===== config.mk =====
export PLATFORM = sky130hd
export DESIGN_NAME = lcd_timing_gen
export DESIGN_NICKNAME = d
export VERILOG_FILES = /design/src/rtl/lcdtg_pkg.sv /design/src/rtl/lcdtg_regs.sv /design/src/rtl/lcdtg_scan.sv /design/src/rtl/lcdtg_irq.sv /design/src/rtl/lcd_timing_gen.sv
export SDC_FILE = /design/constraint.sdc
export NUM_CORES = 1
export LEC_CHECK = 0
export ABC_AREA = 1
export CORE_MARGIN = 4
export CORE_UTILIZATION = 35
export CTS_CLUSTER_DIAMETER = 200
export DETAILED_ROUTE_END_ITERATION = 10
export DONT_BUFFER_PORTS = 1
export PLACE_DENSITY = 0.52
export SYNTH_ARGS = -nofsm -noshare
export SYNTH_HDL_FRONTEND = slang
export SYNTH_HIERARCHICAL = 1
export SYNTH_SLANG_ARGS = --single-unit

===== constraint.sdc =====
create_clock -name clk -period 3.6 [get_ports clk]
set_clock_uncertainty 0.1 [all_clocks]
set_input_delay 0.72 -clock clk [delete_from_list [all_inputs] [get_ports clk]]
set_output_delay 0.72 -clock clk [all_outputs]
set_load 0.02 [all_outputs]

===== src/rtl/lcdtg_pkg.sv =====
package lcdtg_pkg;
    parameter int unsigned CW   = 16;
    parameter int unsigned DW   = 16;
    parameter int unsigned AW   = 4;
    parameter int unsigned NIRQ = 3;

    localparam int unsigned IRQ_VSYNC = 0;
    localparam int unsigned IRQ_DISP  = 1;
    localparam int unsigned IRQ_MATCH = 2;

    typedef enum logic [AW-1:0] {
        A_CTRL   = 4'd0,
        A_POL    = 4'd1,
        A_HSE    = 4'd2,
        A_HDS    = 4'd3,
        A_HTOT   = 4'd4,
        A_HACT   = 4'd5,
        A_VSE    = 4'd6,
        A_VDS    = 4'd7,
        A_VMATCH = 4'd8,
        A_VTOT   = 4'd9,
        A_LINE   = 4'd10,
        A_STAT   = 4'd11,
        A_IEN    = 4'd12,
        A_IMASK  = 4'd13
    } reg_addr_e;

    typedef struct packed {
        logic          en;
        logic [1:0]    pol;
        logic [CW-1:0] hse;
        logic [CW-1:0] hds;
        logic [CW-1:0] htot;
        logic [CW-1:0] hact;
        logic [CW-1:0] vse;
        logic [CW-1:0] vds;
        logic [CW-1:0] vmatch;
        logic [CW-1:0] vtot;
    } timing_cfg_t;

    typedef struct packed {
        logic [CW-1:0] h;
        logic [CW-1:0] v;
    } scan_pos_t;

    // true when the next increment would reach the programmed total
    function automatic logic at_last(input logic [CW-1:0] cnt, input logic [CW-1:0] total);
        return ({1'b0, cnt} + {{CW{1'b0}}, 1'b1}) >= {1'b0, total};
    endfunction

    // half-open window test on widened operands
    function automatic logic in_span(input logic [CW:0] cnt, input logic [CW:0] lo,
                                     input logic [CW:0] hi);
        return (cnt >= lo) && (cnt < hi);
    endfunction

    // apply output polarity: pol=1 active-high, pol=0 active-low
    function automatic logic to_pin(input logic active, input logic pol);
        return pol ? active : ~active;
    endfunction
endpackage


===== src/rtl/lcdtg_regs.sv =====
module lcdtg_regs
    import lcdtg_pkg::*;
(
    input  logic            clk,
    input  logic            rst,
    input  logic            we,
    input  logic [AW-1:0]   addr,
    input  logic [DW-1:0]   wdata,
    input  logic [CW-1:0]   cur_line,
    input  logic [NIRQ-1:0] status,
    output timing_cfg_t     cfg,
    output logic [NIRQ-1:0] ien,
    output logic [NIRQ-1:0] imask,
    output logic [NIRQ-1:0] stat_clr,
    output logic [DW-1:0]   rdata
);
    reg_addr_e sel;
    assign sel = reg_addr_e'(addr);

    always_ff @(posedge clk) begin
        if (rst) begin
            cfg   <= '0;
            ien   <= '0;
            imask <= '0;
        end else if (we) begin
            case (sel)
                A_CTRL:   cfg.en     <= wdata[0];
                A_POL:    cfg.pol    <= wdata[1:0];
                A_HSE:    cfg.hse    <= wdata[CW-1:0];
                A_HDS:    cfg.hds    <= wdata[CW-1:0];
                A_HTOT:   cfg.htot   <= wdata[CW-1:0];
                A_HACT:   cfg.hact   <= wdata[CW-1:0];
                A_VSE:    cfg.vse    <= wdata[CW-1:0];
                A_VDS:    cfg.vds    <= wdata[CW-1:0];
                A_VMATCH: cfg.vmatch <= wdata[CW-1:0];
                A_VTOT:   cfg.vtot   <= wdata[CW-1:0];
                A_IEN:    ien        <= wdata[NIRQ-1:0];
                A_IMASK:  imask      <= wdata[NIRQ-1:0];
                default:  ;
            endcase
        end
    end

    assign stat_clr = (we && sel == A_STAT) ? wdata[NIRQ-1:0] : '0;

    always_comb begin
        rdata = '0;
        case (sel)
            A_CTRL:   rdata = DW'(cfg.en);
            A_POL:    rdata = DW'(cfg.pol);
            A_HSE:    rdata = DW'(cfg.hse);
            A_HDS:    rdata = DW'(cfg.hds);
            A_HTOT:   rdata = DW'(cfg.htot);
            A_HACT:   rdata = DW'(cfg.hact);
            A_VSE:    rdata = DW'(cfg.vse);
            A_VDS:    rdata = DW'(cfg.vds);
            A_VMATCH: rdata = DW'(cfg.vmatch);
            A_VTOT:   rdata = DW'(cfg.vtot);
            A_LINE:   rdata = DW'(cur_line);
            A_STAT:   rdata = DW'(status);
            A_IEN:    rdata = DW'(ien);
            A_IMASK:  rdata = DW'(imask);
            default:  rdata = '0;
        endcase
    end

    // a write lands in the addressed register on the next clock
    p_wr_lands_r11: assert property (@(posedge clk) disable iff (rst)
        (we && sel == A_HTOT) |=> (cfg.htot == $past(wdata[CW-1:0])));
endmodule


===== src/rtl/lcdtg_scan.sv =====
module lcdtg_scan
    import lcdtg_pkg::*;
(
    input  logic            clk,
    input  logic            rst,
    input  timing_cfg_t     cfg,
    output scan_pos_t       pos,
    output logic            hs_pin,
    output logic            vs_pin,
    output logic            de,
    output logic [NIRQ-1:0] events
);
    logic h_last, v_last;
    assign h_last = at_last(pos.h, cfg.htot);
    assign v_last = at_last(pos.v, cfg.vtot);

    always_ff @(posedge clk) begin
        if (rst || !cfg.en) begin
            pos <= '0;
        end else if (h_last) begin
            pos.h <= '0;
            pos.v <= v_last ? '0 : pos.v + 1'b1;
        end else begin
            pos.h <= pos.h + 1'b1;
        end
    end

    logic hs_act, vs_act, h_vis, v_vis;
    assign hs_act = cfg.en && (pos.h < cfg.hse);
    assign vs_act = cfg.en && (pos.v < cfg.vse);
    assign h_vis  = in_span({1'b0, pos.h}, {1'b0, cfg.hds},
                            {1'b0, cfg.hds} + {1'b0, cfg.hact});
    assign v_vis  = in_span({1'b0, pos.v}, {1'b0, cfg.vds}, {1'b0, cfg.vmatch});
    assign de     = cfg.en && h_vis && v_vis;
    assign hs_pin = to_pin(hs_act, cfg.pol[0]);
    assign vs_pin = to_pin(vs_act, cfg.pol[1]);

    logic line_head;
    assign line_head = cfg.en && (pos.h == '0);
    always_comb begin
        events            = '0;
        events[IRQ_VSYNC] = line_head && (pos.v == '0);
        events[IRQ_DISP]  = line_head && (pos.v == cfg.vds);
        events[IRQ_MATCH] = line_head && (pos.v == cfg.vmatch);
    end

    // counters move away from zero only while enabled
    p_hold_when_off_r9: assert property (@(posedge clk) disable iff (rst)
        !$past(cfg.en) |-> (pos.h == '0 && pos.v == '0));
    // the line counter changes only on a pixel-counter wrap
    p_line_step_r2: assert property (@(posedge clk) disable iff (rst)
        (pos.v != $past(pos.v)) |-> ($past(h_last) || !$past(cfg.en)));
    // the pixel counter either steps by one or returns to zero
    p_pix_step_r1: assert property (@(posedge clk) disable iff (rst)
        $past(cfg.en) |-> (pos.h == '0 || pos.h == $past(pos.h) + 1'b1));
endmodule


===== src/rtl/lcdtg_irq.sv =====
module lcdtg_irq
    import lcdtg_pkg::*;
(
    input  logic            clk,
    input  logic            rst,
    input  logic [NIRQ-1:0] events,
    input  logic [NIRQ-1:0] ien,
    input  logic [NIRQ-1:0] imask,
    input  logic [NIRQ-1:0] clr,
    output logic [NIRQ-1:0] status,
    output logic            irq
);
    for (genvar i = 0; i < NIRQ; i++) begin : g_cause
        always_ff @(posedge clk) begin
            if (rst) status[i] <= 1'b0;
            else     status[i] <= (status[i] & ~clr[i]) | (events[i] & ien[i]);
        end
    end

    assign irq = |(status & ~imask);

    // an enabled event is latched on the next clock
    p_latch_r5: assert property (@(posedge clk) disable iff (rst)
        (events[IRQ_DISP] && ien[IRQ_DISP]) |=> status[IRQ_DISP]);
    // a clear with no competing event empties the bit
    p_w1c_r6: assert property (@(posedge clk) disable iff (rst)
        (clr[IRQ_VSYNC] && !(events[IRQ_VSYNC] && ien[IRQ_VSYNC])) |=> !status[IRQ_VSYNC]);
    // with the enable clear a bit cannot newly rise
    p_no_rise_r5: assert property (@(posedge clk) disable iff (rst)
        !ien[IRQ_MATCH] |=> !$rose(status[IRQ_MATCH]));
endmodule


===== src/rtl/lcd_timing_gen.sv =====
module lcd_timing_gen
    import lcdtg_pkg::*;
(
    input  logic          clk,
    input  logic          rst,
    input  logic          reg_we,
    input  logic [3:0]    reg_addr,
    input  logic [15:0]   reg_wdata,
    output logic [15:0]   reg_rdata,
    output logic          hsync_o,
    output logic          vsync_o,
    output logic          de_o,
    output logic          irq_o
);
    timing_cfg_t     cfg;
    scan_pos_t       pos;
    logic [NIRQ-1:0] ien, imask, clr, status, events;

    lcdtg_regs u_regs (
        .clk(clk), .rst(rst), .we(reg_we), .addr(reg_addr), .wdata(reg_wdata),
        .cur_line(pos.v), .status(status), .cfg(cfg), .ien(ien), .imask(imask),
        .stat_clr(clr), .rdata(reg_rdata)
    );

    lcdtg_scan u_scan (
        .clk(clk), .rst(rst), .cfg(cfg), .pos(pos), .hs_pin(hsync_o),
        .vs_pin(vsync_o), .de(de_o), .events(events)
    );

    lcdtg_irq u_irq (
        .clk(clk), .rst(rst), .events(events), .ien(ien), .imask(imask),
        .clr(clr), .status(status), .irq(irq_o)
    );

    // visible pixels come only from lines inside the vertical window
    p_de_lines_r3: assert property (@(posedge clk) disable iff (rst)
        de_o |-> (pos.v >= cfg.vds && pos.v < cfg.vmatch));
    // no visible output while graphics is off
    p_de_off_r9: assert property (@(posedge clk) disable iff (rst)
        !cfg.en |-> !de_o);
endmodule


# Word-level counts from Yosys, hierarchy flattened
# Cells that the tools add are included.
[op_classes]
n_reduce_logical = 30
n_mux = 5
bitwise_logic = 16
eq_ne = 15
addsub = 5
n_lt_le_gt_ge = 8
[op_table]
columns = ["cell", "n"]
rows = [
  ["$pmux 16 s14", 1],
  ["$lt 16x16->1", 3],
  ["$add 16x1->17 const B", 2],
  ["$ge 17x16->1", 2],
  ["$add 16x1->16 const B", 2],
  ["$eq 16x16->1", 2],
  ["$ge 16x16->1", 2],
  ["$logic_not 16->1", 2],
  ["$eq 4x4->1 const B", 6],
  ["$reduce_and 2->1", 12],
  ["$add 16x16->17", 1],
  ["$lt 16x17->1", 1],
  ["$eq 4x3->1 const B", 4],
  ["$mux 16", 1],
  ["$logic_and 1x1->1", 11],
  ["$eq 4x2->1 const B", 2],
  ["$and 1x1->1", 6],
  ["$not 1->1", 5],
  ["$eq 4x1->1 const B", 1],
  ["$logic_not 4->1", 1],
  ["$and 3x3->3", 1],
  ["$mux 3", 1],
  ["$not 3->3", 1],
  ["$or 1x1->1", 3],
  ["5 further kinds", 6],
]
[word_totals]
word_cells = 96
regBits = 172
input_bits = 23
out_inout_bits = 20

# Longest topological paths before layout
# Gate-level depths: netlist (run 1).
[logic_depth]
ltp_word = 6
ltp_mapped = 21
depth_no_buf = 20

# By module
# Netlist (run 1), hierarchy kept.
[modules_own_cells]
columns = ["mod", "area_per_inst_um2", "cells_per_inst", "instances", "seq_area_each_um2"]
rows = [
  ["lcdtg_regs", 6452.4, 943, 1, 2742.6],
  ["lcdtg_scan", 6223.5, 953, 1, 640.6],
  ["lcdtg_irq", 136.4, 22, 1, 60.1],
]

# Worst setup path before layout (run 1)
# No wires, ideal clock.
[synth_path]
path_kind = "flip-flop to output port"
from = "reg u_regs/cfg[64] (netlist name)"
to = "out de_o"
path_slack_ps = 106
n_path_buf = 0
required_ps = 2780
t_arrival_ps = 2674
path_stages_with_launch = 18
cell_sequence = "dfxtp_1 -> ha_1 -> fa_1 -> nand3_1 -> nand3_1 -> nand4_1 -> nand3_1 -> a31oi_1 -> xor2_1 -> ha_1 -> a21oi_1 -> o31a_1 -> nand2_1 -> nand2_1 -> nand2_1 -> nand2_1 -> nand3_1 -> nor2_1"
[synth_between]
elab_chain_cells = 5
[synth_rtl]
columns = ["item", "line", "rtl"]
rows = [
  ["$add 16x16->17", "lcdtg_scan.sv:32", "{1'b0, cfg.hds} + {1'b0, cfg.hact});"],
  ["$lt 16x17->1", "lcdtg_pkg.sv:54", "return (cnt >= lo) && (cnt < hi);"],
  ["$logic_and 1x1->1", "lcdtg_pkg.sv:54", ""],
  ["$logic_and 1x1->1 (2 in a row)", "lcdtg_scan.sv:34", "assign de = cfg.en && h_vis && v_vis;"],
  ["end, declared", "lcd_timing_gen.sv:12", "output logic de_o,"],
]
# Every way passes these cells.

# Final worst setup path (run 1)
[layout_path]
from = "reg u_regs/cfg[64] (netlist name)"
to = "out de_o"
[layout_between]
elab_chain_cells = 5
[layout_rtl]
columns = ["item", "line"]
rows = [
  ["$add 16x16->17", "lcdtg_scan.sv:32"],
  ["$lt 16x17->1", "lcdtg_pkg.sv:54"],
  ["$logic_and 1x1->1", "lcdtg_pkg.sv:54"],
  ["$logic_and 1x1->1 (2 in a row)", "lcdtg_scan.sv:34"],
]
# Every way passes these cells.

==> impl_metrics.toml, run 1 <==
[floorplan]
io_pins = 43
core.rowCount = 69
core_area_um2 = 35800
die_area_um2 = 39700
die-height_um = 199
die_w_um = 199
initial_core_util_pct = 35.8

[yosys]
synth_cell_types = 48
yosys_warnings = 6
synthesis.nets = 2087
syn_area_per_cell_um2 = 6.68
ys_ff_latch = 172
synth_area_um2 = 12800
synth.yosys.seq_area_share_pct = 26.9
syn_inst = 1918

[worst_setup_path]
crit_fanout = 4
crit_path_start = "u_regs/cfg[64]$_SDFFE_PP0P_"
cp-end-kind = "primary output"
crit_chain = "ha_2, fa_2, nand3_2, nand3_2, nand4_1, nand3_2, nand2_1, nand2_1, xnor2_1, ha_1, inv_1, o31a_1, nand2_1, nand2_1, nand2_1, nand2_1, nand3_1, nor2_1, buf_4"
crit_type = "flop to primary output"
crit_family = "simple AND/OR/NAND/NOR gates"
max_stage_delay_ns = 0.36
critPathSlowestCell = "fa_2"
rr_startpoint = "u_scan/pos[16]$_SDFF_PP0_"
crit_buf_inv = 2
arrival_ns = 3.16
worstSetupStartpointType = "flop"
crit_top_cell = "nand2_1"
ff2ff_setup_slack_ns = 0.32
required_ns = 2.78

[power]
cellPowerDensity_nw_per_um2 = 294
p_leak_uw = 0.00594
peakVddDrop_mv = 0.234
total_power_uw = 4080

[final_layout]
final_layout_size_suffix_gt1_share_pct = 7.31
area_delta_synth_final_pct = 8.21
layout_commonest_cell = "nand2_1"
utilization_pct = 38.7
nets = 2057
most-common-layout-cells = "nand2_1 (399), inv_1 (304), a21oi_1 (184), dfxtp_1 (170), nand3_1 (159)"
antenna_cells = 0

[sta]
tns_ns = -0.378
tightest_slew_ns = 1.06
finalSetupViolCount = 1
slew_headroom_pct = 29.1
final.period_utilization_pct = 110
final_max_slew_viol_count = 0
fmax_ghz = 0.251
hold_viol = 0
min_period_ns = 3.98
timing.final.ws_setup_ns = -0.378
rsz0062_at_grt = "yes"

[clocking]
cts_sinks = 172
cts.clk_slew.worst_paths_ns = 0.07
numCtsBuffers = 17
htreeDepth = 4
clk_latency_ns = 0.44
cts-root-buf = "clkbuf_16"
clock_path_buffers = 2
holdBufCountCts = 0
cts_tree = "yes"

[detailed_routing]
drtPass1Iterations = 5
routed_wirelength_um = 42600
drt_iter0_drc = 867
vias = 12228
via_per_inst = 5.18
drc_errors = 0
antenna_left = 0
routedWlPerCell_um = 18.0

[min_path]
hp-class = "input port to flop"
worstHoldStart = "rst"

[global_route]
grt_antenna_before_repair = 0
grt_pass1_vias = 11608
overflow = 0
grt_max_degree = 142
grtUsageTotal_pct = 21.3
grt_pass1_wl_um = 65900

[job]
maxCapViolCount = 0

[placement]
gp_congestion = 0.879
port_buffers = 0
dpl.hpwl_um = 31800

[status]
violations = "setup timing"
status = "complete, but fails checks"
[worst reg2reg max path, cell delays in order (launching register included)]
cell      delay (ns)
dfxtp_1         0.43
inv_1           0.15
nor2_2          0.19
nand3_2         0.14
nor3_4          0.23
nand2_1         0.11
o21ai_0         0.45
inv_1           0.10
ha_1            0.31
nand2_1         0.06
nor2_2          0.13
nand4_1         0.15
nand3b_1        0.22
nand3_2         0.11
buf_12          0.16
nand3_1         0.12
nand2_1         0.08
[sequential cells by signal, summed over array words and instances, names as in the netlist]
name and count:
u_regs/cfg 131, u_scan/pos 32, u_irq/status 3, u_regs/ien 3, u_regs/imask 3
[area by class of cell]
| type | count | area (um^2) |
|---|---|---|
| clock buffers | 22 | 444 |
| clock inverters | 10 | 95.1 |
| fillers | 3814 | 22000 |
| inverters | 312 | 1170 |
| multi-input cells | 1347 | 7830 |
| flip-flops and latches | 172 | 3450 |
| well taps | 461 | 577 |
| repair buffers | 38 | 298 |
[synthesized netlist by cell type, drive strengths merged]
master  count  area, um^2
a211o       1        8.76
a211oi     16         120
a21o        3        22.5
a21oi     185         926
a31o        1        8.76
a31oi       5        31.3
and2        2        13.8
buf        50         279
clkbuf     37         154
dfxtp     172        3440
fa          1        20.0
ha        145        1810
inv       312        1170
nand2     406        1540
nand3     180         986
nand3b      2        15.0
nand4      51         332
nor2      168         714
nor3       15        86.3
nor3b       3        22.5
nor4       10        62.6
nor4b       2        17.5
o211ai      2        15.0
o21a        5        37.5
o21ai      65         325
o21bai     42         315
o221a       1        11.3
o31a        1        8.76
or2         2        12.5
or3b        1        8.76
xnor2       5        43.8
xor2       27         244
[power by group]
part	internal (uW)	total, uW	switching (uW)	leakage, uW
clock	952	1780	833	0.000246
sequential	1930	1950	19.1	0.00139
combinational	117	349	232	0.00430
[path summary, 6_finish.rpt]
kind	endpoint	cells past startpoint
setup reg to reg	u_scan/pos[15]$_SDFFE_PP0P_	16
hold reg to reg	u_regs/cfg[117]$_SDFFE_PP0P_	2
hold / removal	u_regs/cfg[50]$_SDFFE_PP0P_	1
setup / recovery	de_o	19
[cells by family after synthesis]
| kind of cell | Yosys count | share of synthesized area (%) |
|---|---|---|
| compound gates | 327 | 14.3 |
| xor+xnor | 32 | 2.25 |
| fa+ha+maj | 146 | 14.3 |
| buf+inv | 399 | 12.5 |
| flops | 172 | 26.9 |
| simple gates | 842 | 29.8 |
[per-stage QoR]
step / cell area, um^2 / hold WS [ns] / setup WS, ns / instances
2_1_floorplan: 12800 / 0.333 / 0.106 / 1918
3_3_place_gp: 13300 / 0.355 / -0.0817 / 2329
3_5_place_dp: 13300 / 0.360 / -0.118 / 2329
4_1_cts: 13800 / 0.252 / -0.376 / 2361
5_1_grt: 13900 / 0.230 / -0.609 / 2362
6_report: 13900 / 0.260 / -0.378 / 2362
[what timing repair did]
| action | 4_1_cts | 5_1_grt |
|---|---|---|
| resized for setup | 7 | 6 |
| pin swaps | 3 | 1 |
| setup buffers | 0 | 1 |
| hold endpoints to repair | 0 | 0 |
| endpoints found under the setup margin | 1 | 34 |
[metal layers]
| layer | wire length (um) | GRT usage, % | vias to the layer above |
|---|---|---|---|
| li1 | - | - | 6198 |
| met1 | 20000 | 29.2 | 5688 |
| met2 | 19400 | 34.7 | 300 |
| met3 | 2110 | 2.85 | 42 |
| met4 | 1030 | 6.92 | 0 |
| met5 | 0 | 0 | - |
No activity file was read; power rests on OpenSTA's default activity.
==> run 2: changes to the inputs <==
- CORE_ASPECT_RATIO: unset -> 2
==> run 2 against run 1 <==
  * The flow still finishes with violations (setup timing)
  * Critical path depth stayed put
  * Non-clock buffer count is 29 higher
  * Power is 3.7% higher
  * Global-route usage is 1.3 points higher
  * Worst hold slack worse by 0.024 ns
  * Combinational power is 5% higher
  * First-iteration DRC count is 3.3% higher
  * Highest routed layer unchanged
==> impl_metrics.toml, run 2 (synthesis results as in run 1) <==
[clocking]
cts.clk_slew.worst_paths_ns = 0.07
clk_latency_ns = 0.46
holdBufCountCts = 0
numCtsBuffers = 17
cts_tree = "yes"
htreeDepth = 4
cts-root-buf = "clkbuf_16"
clock_path_buffers = 2
cts_sinks = 172

[worst_setup_path]
cp-end-kind = "primary output"
crit_fanout = 3
required_ns = 2.78
max_stage_delay_ns = 0.36
arrival_ns = 3.28
worstSetupStartpointType = "flop"
critPathSlowestCell = "fa_2"
crit_type = "flop to primary output"
crit_chain = "ha_4, fa_2, nand3_2, nand3_2, nand4_1, nand3_2, buf_6, a31oi_2, xor2_1, ha_1, a21oi_2, o31a_1, nand2_1, nand2_1, nand2_1, nand2_1, nand3_2, nor2_2, buf_6"

[floorplan]
core_area_um2 = 35900
initial_core_util_pct = 35.7
io_pins = 43
die-height_um = 279
die_area_um2 = 39900
die_w_um = 143
core.rowCount = 98

[final_layout]
layout_commonest_cell = "nand2_1"
antenna_cells = 0
largest_reg_flops = 131
final_cell_count_no_fill = 2380
area_delta_synth_final_pct = 10.7
most-common-layout-cells = "nand2_1 (396), inv_1 (304), a21oi_1 (182), dfxtp_1 (170), nand3_1 (159)"
top_register = "u_regs/cfg"
top_regs = "u_regs/cfg (131), u_scan/pos (32)"
utilization_pct = 39.5
final_layout_size_suffix_gt1_share_pct = 9.33
nets = 2086

[detailed_routing]
drc_errors = 0
antenna_left = 0
routedWlPerCell_um = 19.0
routed_wirelength_um = 45300
via_per_inst = 5.26
vias = 12510
drt_iter0_drc = 896
drtPass1Iterations = 6

[placement]
dpl.hpwl_um = 35000
pre_cts_slack_ns = -0.175
gp_congestion = 0.898
port_buffers = 0
placed_cells = 2346

[global_route]
overflow = 0
grt_antenna_before_repair = 0
grt_max_degree = 142
grtUsageTotal_pct = 22.6
grt_pass1_vias = 12323
grt_pass1_wl_um = 68900

[power]
cellPowerDensity_nw_per_um2 = 298
peakVddDrop_mv = 0.382
p_leak_uw = 0.00614
total_power_uw = 4230

[job]
maxCapViolCount = 0

[min_path]
hp-class = "input port to flop"

[sta]
tns_ns = -0.497
tightest_slew_ns = 1.05
rsz0062_at_grt = "yes"
final.period_utilization_pct = 114
slew_headroom_pct = 30.0
fmax_ghz = 0.244
timing.final.ws_setup_ns = -0.497
hold_viol = 0
finalSetupViolCount = 1
min_period_ns = 4.10
final_max_slew_viol_count = 0

[status]
violations = "setup timing"
status = "complete, but fails checks"
## run 2: cell count changes in the layout (fill, tap and decap cells not counted), moves of 2 or more
cell / delta
nor3_1: -2
buf_6: +2
a21oi_2: +2
buf_4: +26
clkinv_2: -2
a21oi_1: -2
clkbuf_1: -4
inv_6: +5
nor3_2: +2
nand2_4: +2
nand2_1: -3
## run 2: cell type report
| cell class | instances | area (um^2) |
|---|---|---|
| Inverter | 312 | 1170 |
| Clock buffer | 18 | 429 |
| Fill cell | 3889 | 21700 |
| Sequential cell | 172 | 3450 |
| Timing Repair Buffer | 67 | 536 |
| Clock inverter | 14 | 160 |
| Tap cell | 450 | 563 |
| Multi-Input combinational cell | 1347 | 7880 |
## run 2: worst paths after layout
check                                                   from                      endpoint  slack (ns)  cells past startpoint
worst max-delay path             u_regs/cfg[96]$_SDFFE_PP0P_                          de_o       -0.50                     19
worst min-delay path                                     rst  u_regs/imask[2]$_SDFFE_PP0P_        0.24                      1
worst max register to register    u_scan/pos[8]$_SDFFE_PP0P_    u_scan/pos[2]$_SDFFE_PP0P_        0.27                     15
worst min register to register  u_regs/cfg[116]$_SDFFE_PP0P_  u_regs/cfg[116]$_SDFFE_PP0P_        0.37                      2
## run 2: what timing repair did
item,in CTS,in global routing
setup endpoints to repair,6,2
gates cloned,0,0
pin swaps,10,7
setup buffers,1,1
gates resized for setup,15,11
## run 2: where the power goes
part,internal [uW],switching [uW],leakage [uW]
clock,1040,885,0.000275
sequential,1930,18.4,0.00139
combinational,120,247,0.00448
## run 2: per-layer routing
| metal | wire (um) | vias to the layer above | global-route usage, % | share of wire (%) |
|---|---|---|---|---|
| met2 | 25300 | 319 | 43.6 | 56 |
| met5 | 0 | - | 0 | 0 |
| li1 | - | 6244 | - | - |
| met3 | 1380 | 92 | 2.18 | 3.0 |
| met4 | 2430 | 0 | 12.7 | 5.4 |
| met1 | 16200 | 5855 | 23.0 | 36 |
## run 2: through the flow
step                      hold slack, ns  cell area, um^2
after global routing               0.214            14200
final                              0.236            14200
after floorplan                    0.333            12800
after CTS                          0.208            14100
after detailed placement           0.356            13500
after global placement             0.346            13500
## run 2: worst max-delay path: cells and delay by family (launching register included)
| kind | cells | cell delay [ns] |
|---|---|---|
| xor gates and xnor gates | 1 | 0.19 |
| AOI/OAI and AO/OA | 3 | 0.39 |
| buffers and inverters | 2 | 0.27 |
| DFF | 1 | 0.34 |
| adders and majority gates | 3 | 0.81 |
| and+or+nand+nor | 10 | 0.80 |
